$ cat src/rtl/hfg_pkg.sv
package hfg_pkg;
  localparam int unsigned HFG_DATA_W   = 8;
  localparam int unsigned HFG_STAGES   = 2;
  localparam int unsigned HFG_GATE_BIT = 1;
  localparam logic [HFG_DATA_W-1:0] HFG_ARM_CODE = 8'hD1;

  typedef struct packed {
    logic                  sel;
    logic                  cmd;
    logic [HFG_DATA_W-1:0] data;
  } hfg_wr_t;
endpackage

$ cat src/rtl/hfg_rst_sync.sv
module hfg_rst_sync #(
  parameter int unsigned STAGES = 2
) (
  input  logic clk,
  input  logic rst_n,
  output logic rst_n_sync
);
  logic [STAGES-1:0] chain_q;
  logic [STAGES-1:0] chain_d;

  always_comb begin
    chain_d = {chain_q[STAGES-2:0], 1'b1};
  end

  always_ff @(posedge clk or negedge rst_n) begin
    if (!rst_n) chain_q <= '0;
    else        chain_q <= chain_d;
  end

  assign rst_n_sync = chain_q[STAGES-1];
endmodule

$ cat src/rtl/hfg_sync.sv
module hfg_sync
  import hfg_pkg::*;
#(
  parameter int unsigned DATA_W = HFG_DATA_W,
  parameter int unsigned STAGES = HFG_STAGES
) (
  input  logic              clk,
  input  logic              rst_n,
  input  logic              sel_i,
  input  logic              cmd_i,
  input  logic              wr_n_i,
  input  logic [DATA_W-1:0] data_i,
  output logic              evt_o,
  output logic              sel_o,
  output logic              cmd_o,
  output logic [DATA_W-1:0] data_o
);
  localparam int unsigned W = DATA_W + 3;
  localparam int unsigned LAST = STAGES - 1;
  localparam logic [W-1:0] IDLE = {1'b1, {(W-1){1'b0}}};

  logic [W-1:0] stg_q [STAGES];
  logic         prev_wr_q;
  logic [W-1:0] raw;

  assign raw = {wr_n_i, sel_i, cmd_i, data_i};

  for (genvar i = 0; i < STAGES; i++) begin : g_stg
    if (i == 0) begin : g_first
      always_ff @(posedge clk or negedge rst_n) begin
        if (!rst_n) stg_q[i] <= IDLE;
        else        stg_q[i] <= raw;
      end
    end else begin : g_next
      always_ff @(posedge clk or negedge rst_n) begin
        if (!rst_n) stg_q[i] <= IDLE;
        else        stg_q[i] <= stg_q[i-1];
      end
    end
  end

  always_ff @(posedge clk or negedge rst_n) begin
    if (!rst_n) prev_wr_q <= 1'b1;
    else        prev_wr_q <= stg_q[LAST][W-1];
  end

  assign evt_o  = stg_q[LAST][W-1] & ~prev_wr_q;
  assign sel_o  = stg_q[LAST][W-2];
  assign cmd_o  = stg_q[LAST][W-3];
  assign data_o = stg_q[LAST][DATA_W-1:0];

  AST_EVT_PULSE: assert property (@(posedge clk) disable iff (!rst_n)
    evt_o |=> !evt_o);
endmodule

$ cat src/rtl/hfg_decode.sv
module hfg_decode
  import hfg_pkg::*;
#(
  parameter int unsigned           DATA_W   = HFG_DATA_W,
  parameter int unsigned           GATE_BIT = HFG_GATE_BIT,
  parameter logic [DATA_W-1:0]     ARM_CODE = HFG_ARM_CODE
) (
  input  logic              clk,
  input  logic              rst_n,
  input  logic              evt_i,
  input  logic              sel_i,
  input  logic              cmd_i,
  input  logic [DATA_W-1:0] data_i,
  input  logic              gate_en_i,
  input  logic              rd_ack_i,
  output logic              gate_o,
  output logic              ibf_o,
  output logic              cmd_flag_o
);
  logic accept, apply;
  logic armed_q, armed_d;
  logic gate_q, gate_d;
  logic ibf_q, ibf_d;
  logic cf_q, cf_d;

  assign accept = evt_i & sel_i;
  assign apply  = accept & ~cmd_i & armed_q;

  always_comb begin
    armed_d = armed_q;
    if (accept) begin
      if (cmd_i) armed_d = (data_i == ARM_CODE);
      else       armed_d = 1'b0;
    end
  end

  always_comb begin
    gate_d = gate_q;
    if (!gate_en_i)  gate_d = 1'b0;
    else if (apply)  gate_d = data_i[GATE_BIT];
  end

  always_comb begin
    ibf_d = ibf_q;
    if (rd_ack_i) ibf_d = 1'b0;
    if (accept)   ibf_d = 1'b1;
  end

  always_comb begin
    cf_d = cf_q;
    if (accept) cf_d = cmd_i;
  end

  always_ff @(posedge clk or negedge rst_n) begin
    if (!rst_n) begin
      armed_q <= 1'b0;
      gate_q  <= 1'b0;
      ibf_q   <= 1'b0;
      cf_q    <= 1'b0;
    end else begin
      armed_q <= armed_d;
      gate_q  <= gate_d;
      ibf_q   <= ibf_d;
      cf_q    <= cf_d;
    end
  end

  assign gate_o     = gate_q;
  assign ibf_o      = ibf_q;
  assign cmd_flag_o = cf_q;

  AST_GATE_OFF_WHEN_DIS: assert property (@(posedge clk) disable iff (!rst_n)
    !gate_en_i |=> !gate_q);
  AST_GATE_HOLD: assert property (@(posedge clk) disable iff (!rst_n)
    (gate_en_i && !apply) |=> $stable(gate_q));
  AST_DISARM_AFTER_DATA: assert property (@(posedge clk) disable iff (!rst_n)
    (accept && !cmd_i) |=> !armed_q);
  AST_ARM_ON_CODE: assert property (@(posedge clk) disable iff (!rst_n)
    (accept && cmd_i && data_i == ARM_CODE) |=> armed_q);
  AST_IBF_SET: assert property (@(posedge clk) disable iff (!rst_n)
    accept |=> ibf_q);
  AST_IGNORE_UNSEL: assert property (@(posedge clk) disable iff (!rst_n)
    (!sel_i && !rd_ack_i) |=> $stable(ibf_q) && $stable(cf_q));
endmodule

$ cat src/rtl/host_fast_gate.sv
module host_fast_gate
  import hfg_pkg::*;
#(
  parameter int unsigned              DATA_W   = HFG_DATA_W,
  parameter int unsigned              STAGES   = HFG_STAGES,
  parameter int unsigned              GATE_BIT = HFG_GATE_BIT,
  parameter logic [DATA_W-1:0]        ARM_CODE = HFG_ARM_CODE
) (
  input  logic              clk,
  input  logic              rst_n,
  input  logic              hst_sel,
  input  logic              hst_cmd,
  input  logic              hst_wr_n,
  input  logic [DATA_W-1:0] hst_data,
  input  logic              gate_en,
  input  logic              rd_ack,
  output logic              gate_out,
  output logic              ibf,
  output logic              cmd_flag
);
  logic              rst_n_int;
  logic              evt;
  logic              s_sel, s_cmd;
  logic [DATA_W-1:0] s_data;

  hfg_rst_sync #(.STAGES(STAGES)) i_rst (
    .clk        (clk),
    .rst_n      (rst_n),
    .rst_n_sync (rst_n_int)
  );

  hfg_sync #(.DATA_W(DATA_W), .STAGES(STAGES)) i_sync (
    .clk    (clk),
    .rst_n  (rst_n_int),
    .sel_i  (hst_sel),
    .cmd_i  (hst_cmd),
    .wr_n_i (hst_wr_n),
    .data_i (hst_data),
    .evt_o  (evt),
    .sel_o  (s_sel),
    .cmd_o  (s_cmd),
    .data_o (s_data)
  );

  hfg_decode #(.DATA_W(DATA_W), .GATE_BIT(GATE_BIT), .ARM_CODE(ARM_CODE)) i_dec (
    .clk        (clk),
    .rst_n      (rst_n_int),
    .evt_i      (evt),
    .sel_i      (s_sel),
    .cmd_i      (s_cmd),
    .data_i     (s_data),
    .gate_en_i  (gate_en),
    .rd_ack_i   (rd_ack),
    .gate_o     (gate_out),
    .ibf_o      (ibf),
    .cmd_flag_o (cmd_flag)
  );
endmodule

$ cat config.mk
export PLATFORM = sky130hd
export DESIGN_NAME = host_fast_gate
export DESIGN_NICKNAME = d
export VERILOG_FILES = /design/src/rtl/hfg_pkg.sv /design/src/rtl/hfg_rst_sync.sv /design/src/rtl/hfg_sync.sv /design/src/rtl/hfg_decode.sv /design/src/rtl/host_fast_gate.sv
export SDC_FILE = /design/constraint.sdc
export NUM_CORES = 1
export LEC_CHECK = 0
export ABC_CLOCK_PERIOD_IN_PS = 1000
export CORE_MARGIN = 2
export CORE_UTILIZATION = 56
export CTS_CLUSTER_DIAMETER = 40
export CTS_CLUSTER_SIZE = 10
export DETAILED_ROUTE_END_ITERATION = 10
export DONT_BUFFER_PORTS = 1
export MAX_ROUTING_LAYER = met4
export PLACE_DENSITY = 0.69
export SLEW_MARGIN = 20
export SYNTH_ARGS = -nofsm -noshare
export SYNTH_HDL_FRONTEND = slang
export SYNTH_SLANG_ARGS = --single-unit
$ cat constraint.sdc
create_clock -name clk -period 1 [get_ports clk]
set_input_delay 0.3 -clock clk [delete_from_list [all_inputs] [get_ports clk]]
set_output_delay 0.3 -clock clk [all_outputs]
set_load 0.02 [all_outputs]
==> impl_metrics.csv, run 1 <==
group,metric,value,unit
outcome,status,"complete, but fails checks",
outcome,failed_checks,"setup timing",
power_and_ir_drop,ir_drop,1.26,mV
place,io_buffer_count,0,
power_and_ir_drop,leakagePower,0.475,nW
routing,first_pass_iters,1,
yosys,count_of_cell_types_in_the_netlist,14,
cells_and_area,final_area,1060,um^2
yosys,synth_sequential_area_ratio,87.0,%
place,placedCellCount,59,
timing,hold_viol_final,0,
cells_and_area,antenna_cells_inserted,0,
cells_and_area,post_route_cells_drive_above_1_share,26.6,%
yosys,synth.avg_cell_area,20.0,um^2
timing,final-setup-viol-count,6,
flow_run,max_capacitance_violation_count,0,
power_and_ir_drop,pwr_density_cell,1950,nW/um^2
yosys,synth.yosys.warnings,0,
routing,detail_route.iter0.violations,0,
timing,min_period,1.14,ns
cells_and_area,final_cell_mix,"24 x sky130_fd_sc_hd__dfrtp_1, 12 x sky130_fd_sc_hd__dlygate4sd3_1, 5 x sky130_fd_sc_hd__clkbuf_4",
cts,number_of_clock_sinks,29,
cells_and_area,flow.area_growth_from_synthesis,26.1,%
grt,grt_max_degree,21,
floorplan,die_w,42.7,um
yosys,synth_area_leaders,"sky130_fd_sc_hd__dfrtp_1 78%, sky130_fd_sc_hd__dfstp_2 9.4%, sky130_fd_sc_hd__nand3b_4 2.4%",
worst_hold_path,worst_hold_path_type,"in -> reg",
cts,cts_buffers,5,
cells_and_area,multi_input_area,109,um^2
yosys,post_synth_instance_area,838,um^2
cells_and_area,sequential_cell_area,732,um^2
routing,remaining_routing_drc_violations,0,
setup_path,critPathKind,"reg -> reg",
setup_path,worst-path-max-fanout,5,
place,placement.setup.worst_slack,-0.135,ns
grt,gr-total-overflow,0,
timing,final.setup.worst_slack,-0.136,ns
routing,route.detailed.vias_per_inst,4.91,
power_and_ir_drop,post-layout-total-power,2.06,mW
routing,wire_per_inst,13.8,um
timing,max_clock_freq,880,MHz
cells_and_area,num-fill-cells,80,
timing,grt_setup_unrepaired,"yes",
floorplan,initial_core_util,62.1,%
timing,final.setup_skew,0.00619,ns
cts,clock_tree.htree_level_count,2,
setup_path,required,1.23,ns
cts,post_cts_buffers,0,
cts,worst_setup_hold_path_clk_slew,0.08,ns
routing,drt_wl_total,1090,um
yosys,synth.top_cell.area_share,77.6,%
setup_path,r2r_setup_slack,-0.14,ns
place,placed_area,876,um^2
floorplan,die_footprint,1820,um^2
cells_and_area,finish.net_count,78,
floorplan,std_cell_rows,13,
floorplan,i_o_pin_count,18,
floorplan,placeableCoreArea,1350,um^2
grt,groute.usage.overall,14.0,%
grt,antenna_found_initial,0,
cts,cts-root-to-sink-buffers,2,
cells_and_area,final_common_cell,"sky130_fd_sc_hd__dfrtp_1",
yosys,nets_in_the_synthesized_netlist,57,
grt,vias_in_the_first_global_route,374,
cells_and_area,final_cell_count_no_fill,79,
setup_path,endpoint_kind,"flop",
grt,grt_pass1_wl,1590,um
routing,drt.antenna.violating_nets,0,
timing,finalMaxSlewViolations,0,
timing,finalSetupTns,-0.512,ns
floorplan,dieHeight,42.7,um
cts,tritoncts,"built",
setup_path,start_kind,"flop",
cts,clk_latency,0.31,ns
yosys,synth_top_area_cell,"sky130_fd_sc_hd__dfrtp_1",
timing,timing.final.crit_share,114,%
yosys,syn_inst,42,
routing,routed-via-count,388,
cts,cts_root_buffer,"sky130_fd_sc_hd__clkbuf_4",
place,place.detailed.hpwl,696,um
yosys,postSynthRegisterBits,29,
setup_path,cp_data_arrival_time,1.37,ns
place,place.gp.congestion,0.730,
power breakdown:
part | total, mW | switching (mW) | internal [mW]
Clock | 0.691 | 0.345 | 0.346
Combinational | 0.0871 | 0.0337 | 0.0535
Sequential | 1.28 | 0.0407 | 1.24
per-layer routing:
layer | part of all wire, % | wire length, um | vias up | global-route usage (%)
met2 | 54 | 590 | 16 | 18.8
met5 | 0 | 0 | - | -
met4 | 3.7 | 40 | 0 | 11.3
met1 | 35 | 386 | 189 | 13.6
li1 | - | - | 178 | -
met3 | 7.0 | 76 | 5 | 9.79
registers in the layout, indices dropped and copies added (netlist names):
register / count
i_sync.stg_q: 12
i_sync.sel_o: 1
i_sync.cmd_o: 1
i_dec.gate_o: 1
i_rst.chain_q: 2
i_dec.armed_q: 1
i_sync.data_o: 8
i_dec.ibf_o: 1
i_sync.prev_wr_q: 1
i_dec.cmd_flag_o: 1
area by class of cell:
| class | count | share of cell area [%] |
|---|---|---|
| Multi-Input combinational cell | 12 | 10.3 |
| Timing Repair Buffer | 14 | 12.8 |
| Clock buffer | 8 | 5.56 |
| Tap cell | 15 | 1.78 |
| Sequential cell | 29 | 69.2 |
| Inverter | 1 | 0.355 |
stage by stage:
| stage | hold WS (ns) | util, % |
|---|---|---|
| finish | 0.0876 | 78.3 |
| global route | 0.0744 | 78.3 |
| CTS | 0.000407 | 70.9 |
| detailed placement | 0.00444 | 64.9 |
| global placement | 0.00445 | 64.9 |
| floorplan | 0.00441 | - |
critical path, stage by stage (launching register included):
cell,delay (ns)
sky130_fd_sc_hd__dfstp_2,0.56
sky130_fd_sc_hd__nand3b_4,0.11
sky130_fd_sc_hd__nor3b_2,0.19
sky130_fd_sc_hd__mux2i_1,0.21
worst paths after layout:
kind                       cells past startpoint               end        startpoint
setup / recovery                               3      i_dec.gate_o  i_sync.stg_q[10]
hold / removal                                 1       i_dec.ibf_o            rd_ack
setup reg to reg                               3      i_dec.gate_o  i_sync.stg_q[10]
hold reg to reg                                1  i_sync.stg_q[20]  i_rst.chain_q[1]
max in group asynchronous                      1  i_sync.stg_q[17]  i_rst.chain_q[1]
min in group asynchronous                      1  i_sync.stg_q[20]  i_rst.chain_q[1]
repair_timing:
action | in CTS | in global routing
endpoints found under the setup margin | 6 | 6
hold buffers | 2 | 10
cloned | 0 | 0
gates resized for setup | 2 | 0
hold endpoints to repair | 3 | 10
synth_stat cells (all sizes together):
cell	n
dfrtp	26
nand4	1
nor4b	1
mux2i	1
dfstp	3
nor3b	1
o21ai	1
nand3b	1
nand2	2
a22o	1
inv	1
conb	1
mux2	1
nor3	1
cell families after synthesis:
family                 count (synthesis)  share of synthesized area (%)
flip-flops                            29                           87.0
AND/OR/NAND/NOR                        7                           7.91
AO/OA/AOI/OAI                          2                           1.64
multiplexers                           2                           2.54
buffers and inverters                  1                          0.447
other                                  1                          0.447
Note: power is estimated with default switching activity, not from simulation.
==> run 2: changes to the inputs <==
--- a/config.mk
+++ b/config.mk
@@ -7,4 +7,5 @@
 export LEC_CHECK = 0
 export ABC_CLOCK_PERIOD_IN_PS = 1000
+export CAP_MARGIN = 20
 export CORE_MARGIN = 2
 export CORE_UTILIZATION = 56
==> constraint.sdc (replaced) <==
create_clock -name clk -period 1 [get_ports clk]
set_input_delay 0.3 -clock clk [delete_from_list [all_inputs] [get_ports clk]]
set_output_delay 0.3 -clock clk [all_outputs]
set_load 0.005 [all_outputs]
==> run 2 against run 1 <==
Critical path depth stayed put. Wire length stayed put. Via count stayed put. The run still ends with setup timing left. Total power is 0.72% lower. Critical path type unchanged. Global-route usage stayed put. Die area stayed put. Non-clock buffer count stayed put. Count of clock-buffer cells in the layout stayed put. Largest power group unchanged. Hold slack better by 0.0037 ns. Critical endpoint unchanged. Worst setup slack hardly changed. Cell area is 0.24% lower. Sequential power hardly changed. Largest cell class unchanged.
==> impl_metrics.csv, run 2 (synthesis gave the netlist of run 1 again) <==
group,metric,value,unit
timing,hold_viol_final,0,
timing,max_clock_freq,880,MHz
power_and_ir_drop,leakagePower,0.477,nW
cells_and_area,flow.area_growth_from_synthesis,25.8,%
grt,groute.usage.overall,14.0,%
power_and_ir_drop,post-layout-total-power,2.04,mW
setup_path,required,1.23,ns
floorplan,initial_core_util,62.1,%
cells_and_area,registers.top_by_ff_count,"i_sync.stg_q",
power_and_ir_drop,pwr_density_cell,1940,nW/um^2
floorplan,std_cell_rows,13,
cells_and_area,antenna_cells_inserted,0,
timing,finalSetupTns,-0.334,ns
routing,first_pass_iters,1,
cts,worst_setup_hold_path_clk_slew,0.08,ns
outcome,status,"complete, but fails checks",
timing,final.setup_skew,0.00619,ns
outcome,failed_checks,"setup timing",
cells_and_area,final_area,1050,um^2
grt,gr-total-overflow,0,
timing,final-setup-viol-count,5,
cts,cts_buffers,5,
cells_and_area,final_cell_mix,"26 x sky130_fd_sc_hd__dfrtp_1, 12 x sky130_fd_sc_hd__dlygate4sd3_1, 5 x sky130_fd_sc_hd__clkbuf_4",
place,io_buffer_count,0,
grt,vias_in_the_first_global_route,374,
floorplan,i_o_pin_count,18,
setup_path,start_kind,"flop",
cts,number_of_clock_sinks,29,
routing,remaining_routing_drc_violations,0,
floorplan,die_w,42.7,um
flow_run,max_capacitance_violation_count,0,
grt,grt_pass1_wl,1590,um
cts,cts.repair.resized,0,
timing,timing.final.crit_share,114,%
grt,grt_max_degree,21,
worst_hold_path,worst_hold_path_type,"in -> reg",
cts,post_cts_buffers,0,
setup_path,endpoint_kind,"flop",
cells_and_area,final_common_cell,"sky130_fd_sc_hd__dfrtp_1",
power_and_ir_drop,ir_drop,1.26,mV
cells_and_area,num-fill-cells,81,
place,place.detailed.hpwl,696,um
timing,finalMaxSlewViolations,0,
timing,grt_setup_unrepaired,"yes",
timing,final.setup.worst_slack,-0.136,ns
floorplan,placeableCoreArea,1350,um^2
cells_and_area,post_route_cells_drive_above_1_share,23.4,%
grt,antenna_found_initial,0,
routing,drt_wl_total,1090,um
cts,clk_latency,0.31,ns
floorplan,die_footprint,1820,um^2
routing,routed-via-count,388,
cts,clock_tree.htree_level_count,2,
setup_path,worst-path-max-fanout,5,
timing,min_period,1.14,ns
routing,wire_per_inst,13.8,um
cts,cts_root_buffer,"sky130_fd_sc_hd__clkbuf_4",
setup_path,cp_data_arrival_time,1.37,ns
cells_and_area,finish.net_count,78,
routing,drt.antenna.violating_nets,0,
floorplan,dieHeight,42.7,um
cts,tritoncts,"built",
place,placed_area,876,um^2
cells_and_area,flip_flop_count_of_the_largest_register_after_layout,12,
place,place.gp.congestion,0.730,
routing,route.detailed.vias_per_inst,4.91,
setup_path,critPathKind,"reg -> reg",
place,placement.setup.worst_slack,-0.135,ns
cts,cts-root-to-sink-buffers,2,
cells_and_area,finalCoreUtilization,78.1,%
routing,detail_route.iter0.violations,0,
## run 2: changes by cell type in the layout (fill, tap and decap cells not counted)
cell                      change
sky130_fd_sc_hd__dfrtp_1      +2
sky130_fd_sc_hd__dfrtp_2      -2
## run 2: report_power, final
group	leakage [nW]	switching [mW]	internal [mW]
clock network	0.0326	0.345	0.346
registers	0.341	0.0280	1.24
logic	0.104	0.0337	0.0535
## run 2: metrics by stage
stage	hold WS (ns)	std cells
after global routing	0.0780	79
after CTS	0.000407	69
after detailed placement	0.00444	59
after global placement	0.00445	59
after floorplan	0.00441	42
final	0.0912	79
## run 2: timing repair
action	in CTS	in global routing
hold buffers	2	10
endpoints found under the hold margin	3	10
endpoints found under the setup margin	6	6
## run 2: worst paths after layout
kind	from	endpoint	slack, ns	depth (start not counted)
max reg2reg	i_sync.stg_q[10]	i_dec.gate_o	-0.14	3
min	rd_ack	i_dec.ibf_o	0.09	1
max in group asynchronous	i_rst.chain_q[1]	i_sync.stg_q[17]	0.57	1
min reg2reg	i_rst.chain_q[1]	i_sync.stg_q[20]	0.17	1
min in group asynchronous	i_rst.chain_q[1]	i_sync.stg_q[20]	0.17	1
max	i_sync.stg_q[10]	i_dec.gate_o	-0.14	3
## run 2: critical path, stage by stage (launching register included)
cell and delay, ns:
sky130_fd_sc_hd__dfstp_2 0.56, sky130_fd_sc_hd__nand3b_4 0.11, sky130_fd_sc_hd__nor3b_2 0.19, sky130_fd_sc_hd__mux2i_1 0.21
## run 2: routing by layer
layer | vias to the layer above | global-route usage, % | share of wire, %
li1 | 178 | - | -
met1 | 189 | 13.6 | 35
met2 | 16 | 18.8 | 54
met3 | 5 | 9.79 | 7.0
met4 | 0 | 11.3 | 3.7
met5 | - | - | 0
## run 2: area by class of cell
cell class	count	area (um^2)	area share, %
sequential	29	729	69.2
inverter	1	3.75	0.356
tap	15	18.8	1.78
timing repair buffer	14	135	12.8
multi-input combinational	12	109	10.3
clock buffer	8	58.8	5.58
==> run 3: changes to the inputs <==
Settings changed: CORE_UTILIZATION 56 to 57, PLACE_DENSITY 0.69 to 0.7, SYNTH_HIERARCHICAL from default to 1.
==> run 3 against run 2 <==
The run still ends with setup timing left. Total power fell by 2.0%. First-iteration DRC count grew 3. Utilization fell by 14 points. Count of clock-buffer cells in the layout unchanged. Hold slack got worse by 0.061 ns. Sequential share of layout area increased by 6.8 points. Largest cell class unchanged. Largest power group unchanged.
==> impl_metrics.csv, run 3 <==
group,metric,value,unit
floorplan,die_footprint,1900,um^2
cells_and_area,final_area,961,um^2
cts,worst_setup_hold_path_clk_slew,0.08,ns
timing,finalMaxSlewViolations,0,
yosys,count_of_cell_types_in_the_netlist,16,
timing,final-setup-viol-count,6,
timing,grt_setup_unrepaired,"yes",
yosys,synth.yosys.warnings,6,
power_and_ir_drop,pwr_density_cell,2090,nW/um^2
timing,hold_viol_final,0,
timing,finalSetupTns,-0.616,ns
yosys,syn_inst,50,
cells_and_area,final_cell_mix,"26 x sky130_fd_sc_hd__dfrtp_1, 5 x sky130_fd_sc_hd__clkbuf_4, 3 x sky130_fd_sc_hd__dfstp_2",
grt,groute.layer.met3.usage,7.08,%
yosys,synth.top_cell.area_share,72.8,%
floorplan,dieHeight,43.6,um
timing,final.setup.worst_slack,-0.247,ns
yosys,synth_flop_cell,"sky130_fd_sc_hd__dfrtp_1",
yosys,async_flop_share,100,%
power_and_ir_drop,leakagePower,0.443,nW
grt,grt_max_degree,18,
routing,routed-via-count,354,
cells_and_area,finish.net_count,68,
routing,detail_route.iter0.violations,3,
grt,global_route.usage.met1,13.6,%
grt,antenna_found_initial,0,
power_and_ir_drop,ir_drop,1.30,mV
cells_and_area,flow.area_growth_from_synthesis,7.56,%
cells_and_area,finalCoreUtilization,64.5,%
place,placed_area,868,um^2
cts,cts-root-to-sink-buffers,2,
floorplan,placeableCoreArea,1490,um^2
cells_and_area,registers.top_by_ff_count,"i_sync/stg_q",
power_and_ir_drop,post-layout-total-power,2.00,mW
outcome,status,"complete, but fails checks",
cts,clock_tree.htree_level_count,2,
timing,min_period,1.25,ns
yosys,synth_area_leaders,"sky130_fd_sc_hd__dfrtp_1 73%, sky130_fd_sc_hd__dfstp_2 8.8%, sky130_fd_sc_hd__buf_4 6.7%",
cts,cts_root_buffer,"sky130_fd_sc_hd__clkbuf_4",
flow_run,max_capacitance_violation_count,0,
grt,grt.busiest_layer,"met2",
cells_and_area,post_route_cells_drive_above_1_share,27.8,%
yosys,synth.avg_cell_area,17.9,um^2
place,place.gp.congestion,0.665,
grt,gr-total-overflow,0,
grt,grt_pass1_wl,1630,um
routing,route.detailed.vias_per_inst,5.06,
cells_and_area,flip_flop_count_of_the_largest_register_after_layout,12,
yosys,synth_top_area_cell,"sky130_fd_sc_hd__dfrtp_1",
floorplan,i_o_pin_count,18,
outcome,failed_checks,"setup timing",
setup_path,endpoint_kind,"flop",
setup_path,cp_data_arrival_time,1.49,ns
routing,remaining_routing_drc_violations,0,
yosys,synth.most_common_cell,"sky130_fd_sc_hd__dfrtp_1",
setup_path,r2r_path_start,"i_sync/stg_q[10]",
routing,drt.antenna.violating_nets,0,
worst_hold_path,worst_hold_path_type,"in -> reg",
grt,vias_in_the_first_global_route,391,
worst_hold_path,hold_path_startpoint,"hst_data[6]",
grt,groute.usage.overall,13.6,%
cts,post_cts_buffers,0,
yosys,nets_in_the_synthesized_netlist,65,
cts,tritoncts,"built",
yosys,post_synth_instance_area,893,um^2
cts,number_of_clock_sinks,29,
yosys,ys_top_cells_by_count,"26 x sky130_fd_sc_hd__dfrtp_1, 8 x sky130_fd_sc_hd__buf_4, 3 x sky130_fd_sc_hd__dfstp_2",
place,io_buffer_count,0,
timing,final.setup_skew,0.0104,ns
cts,clk_latency,0.30,ns
setup_path,critPathKind,"reg -> reg",
yosys,postSynthRegisterBits,29,
cells_and_area,final_common_cell,"sky130_fd_sc_hd__dfrtp_1",
setup_path,timing.critical_path.from,"i_sync/stg_q[10]",
setup_path,worst-path-max-fanout,4,
setup_path,start_kind,"flop",
floorplan,initial_core_util,60.0,%
routing,first_pass_iters,2,
routing,wire_per_inst,14.8,um
routing,drt_wl_total,1040,um
floorplan,std_cell_rows,14,
timing,max_clock_freq,802,MHz
timing,timing.final.crit_share,125,%
yosys,synth_sequential_area_ratio,81.7,%
cts,cts_buffers,5,
floorplan,die_w,43.6,um
yosys,synth_edf_count,0,
cells_and_area,antenna_cells_inserted,0,
setup_path,required,1.24,ns
grt,met2_usage,20.3,%
run 3: cells by family after synthesis:
| kind of cell | count (synthesis) | share of synthesized area, % |
|---|---|---|
| muxes | 2 | 2.38 |
| buffers and inverters | 9 | 7.14 |
| AOI/OAI and AO/OA | 2 | 1.54 |
| DFF | 29 | 81.7 |
| and+or+nand+nor | 7 | 6.86 |
| other | 1 | 0.420 |
run 3: final timing paths:
path	end	slack, ns	depth (start not counted)
hold reg to reg	i_sync/stg_q[14]	0.19	1
min in group asynchronous	i_sync/stg_q[14]	0.19	1
setup reg to reg	i_dec/armed_q	-0.25	4
setup / recovery	i_dec/armed_q	-0.25	4
hold / removal	i_sync/stg_q[17]	0.03	0
max in group asynchronous	i_sync/stg_q[21]	0.54	1
run 3: metrics by stage:
stage,hold WS [ns],setup WS (ns),cells
after floorplan,0.00441,-0.112,50
after global placement,0.00447,-0.126,60
after detailed placement,0.00448,-0.234,60
after CTS,0.0136,-0.249,70
after global routing,0.00411,-0.321,70
final,0.0307,-0.247,70
run 3: area by class of cell:
class,count,area (um^2)
Multi-Input combinational cell,12,114
Timing Repair Buffer,4,35.0
Clock buffer,8,58.8
Inverter,1,3.75
Tap cell,16,20.0
Sequential cell,29,729
Fill cell,111,528
run 3: worst max-delay path, cell delays in order, from the launching register on:
cell	delay [ns]
sky130_fd_sc_hd__dfstp_2	0.54
sky130_fd_sc_hd__nor2b_4	0.18
sky130_fd_sc_hd__nand2_4	0.08
sky130_fd_sc_hd__nor4b_4	0.23
sky130_fd_sc_hd__a22o_1	0.16
run 3: per-layer routing:
layer | vias up | routed length, um
li1 | 159 | -
met1 | 175 | 354
met2 | 18 | 567
met3 | 2 | 106
met4 | 0 | 8
met5 | - | 0
run 3: repair_timing:
| item | in CTS | in global routing |
|---|---|---|
| resized for setup | 0 | 2 |
| setup endpoints to repair | 6 | 6 |
| pin swaps | 1 | 1 |
| hold endpoints to repair | 3 | 0 |
| hold buffers | 2 | 0 |
run 3: power breakdown:
| part | leakage [nW] | total [mW] | switching, mW | internal (mW) |
|---|---|---|---|---|
| Sequential | 0.341 | 1.27 | 0.0304 | 1.24 |
| Clock | 0.0326 | 0.679 | 0.332 | 0.346 |
| Combinational | 0.0694 | 0.0554 | 0.0294 | 0.0260 |
| Total | 0.443 | 2.00 | 0.392 | 1.61 |
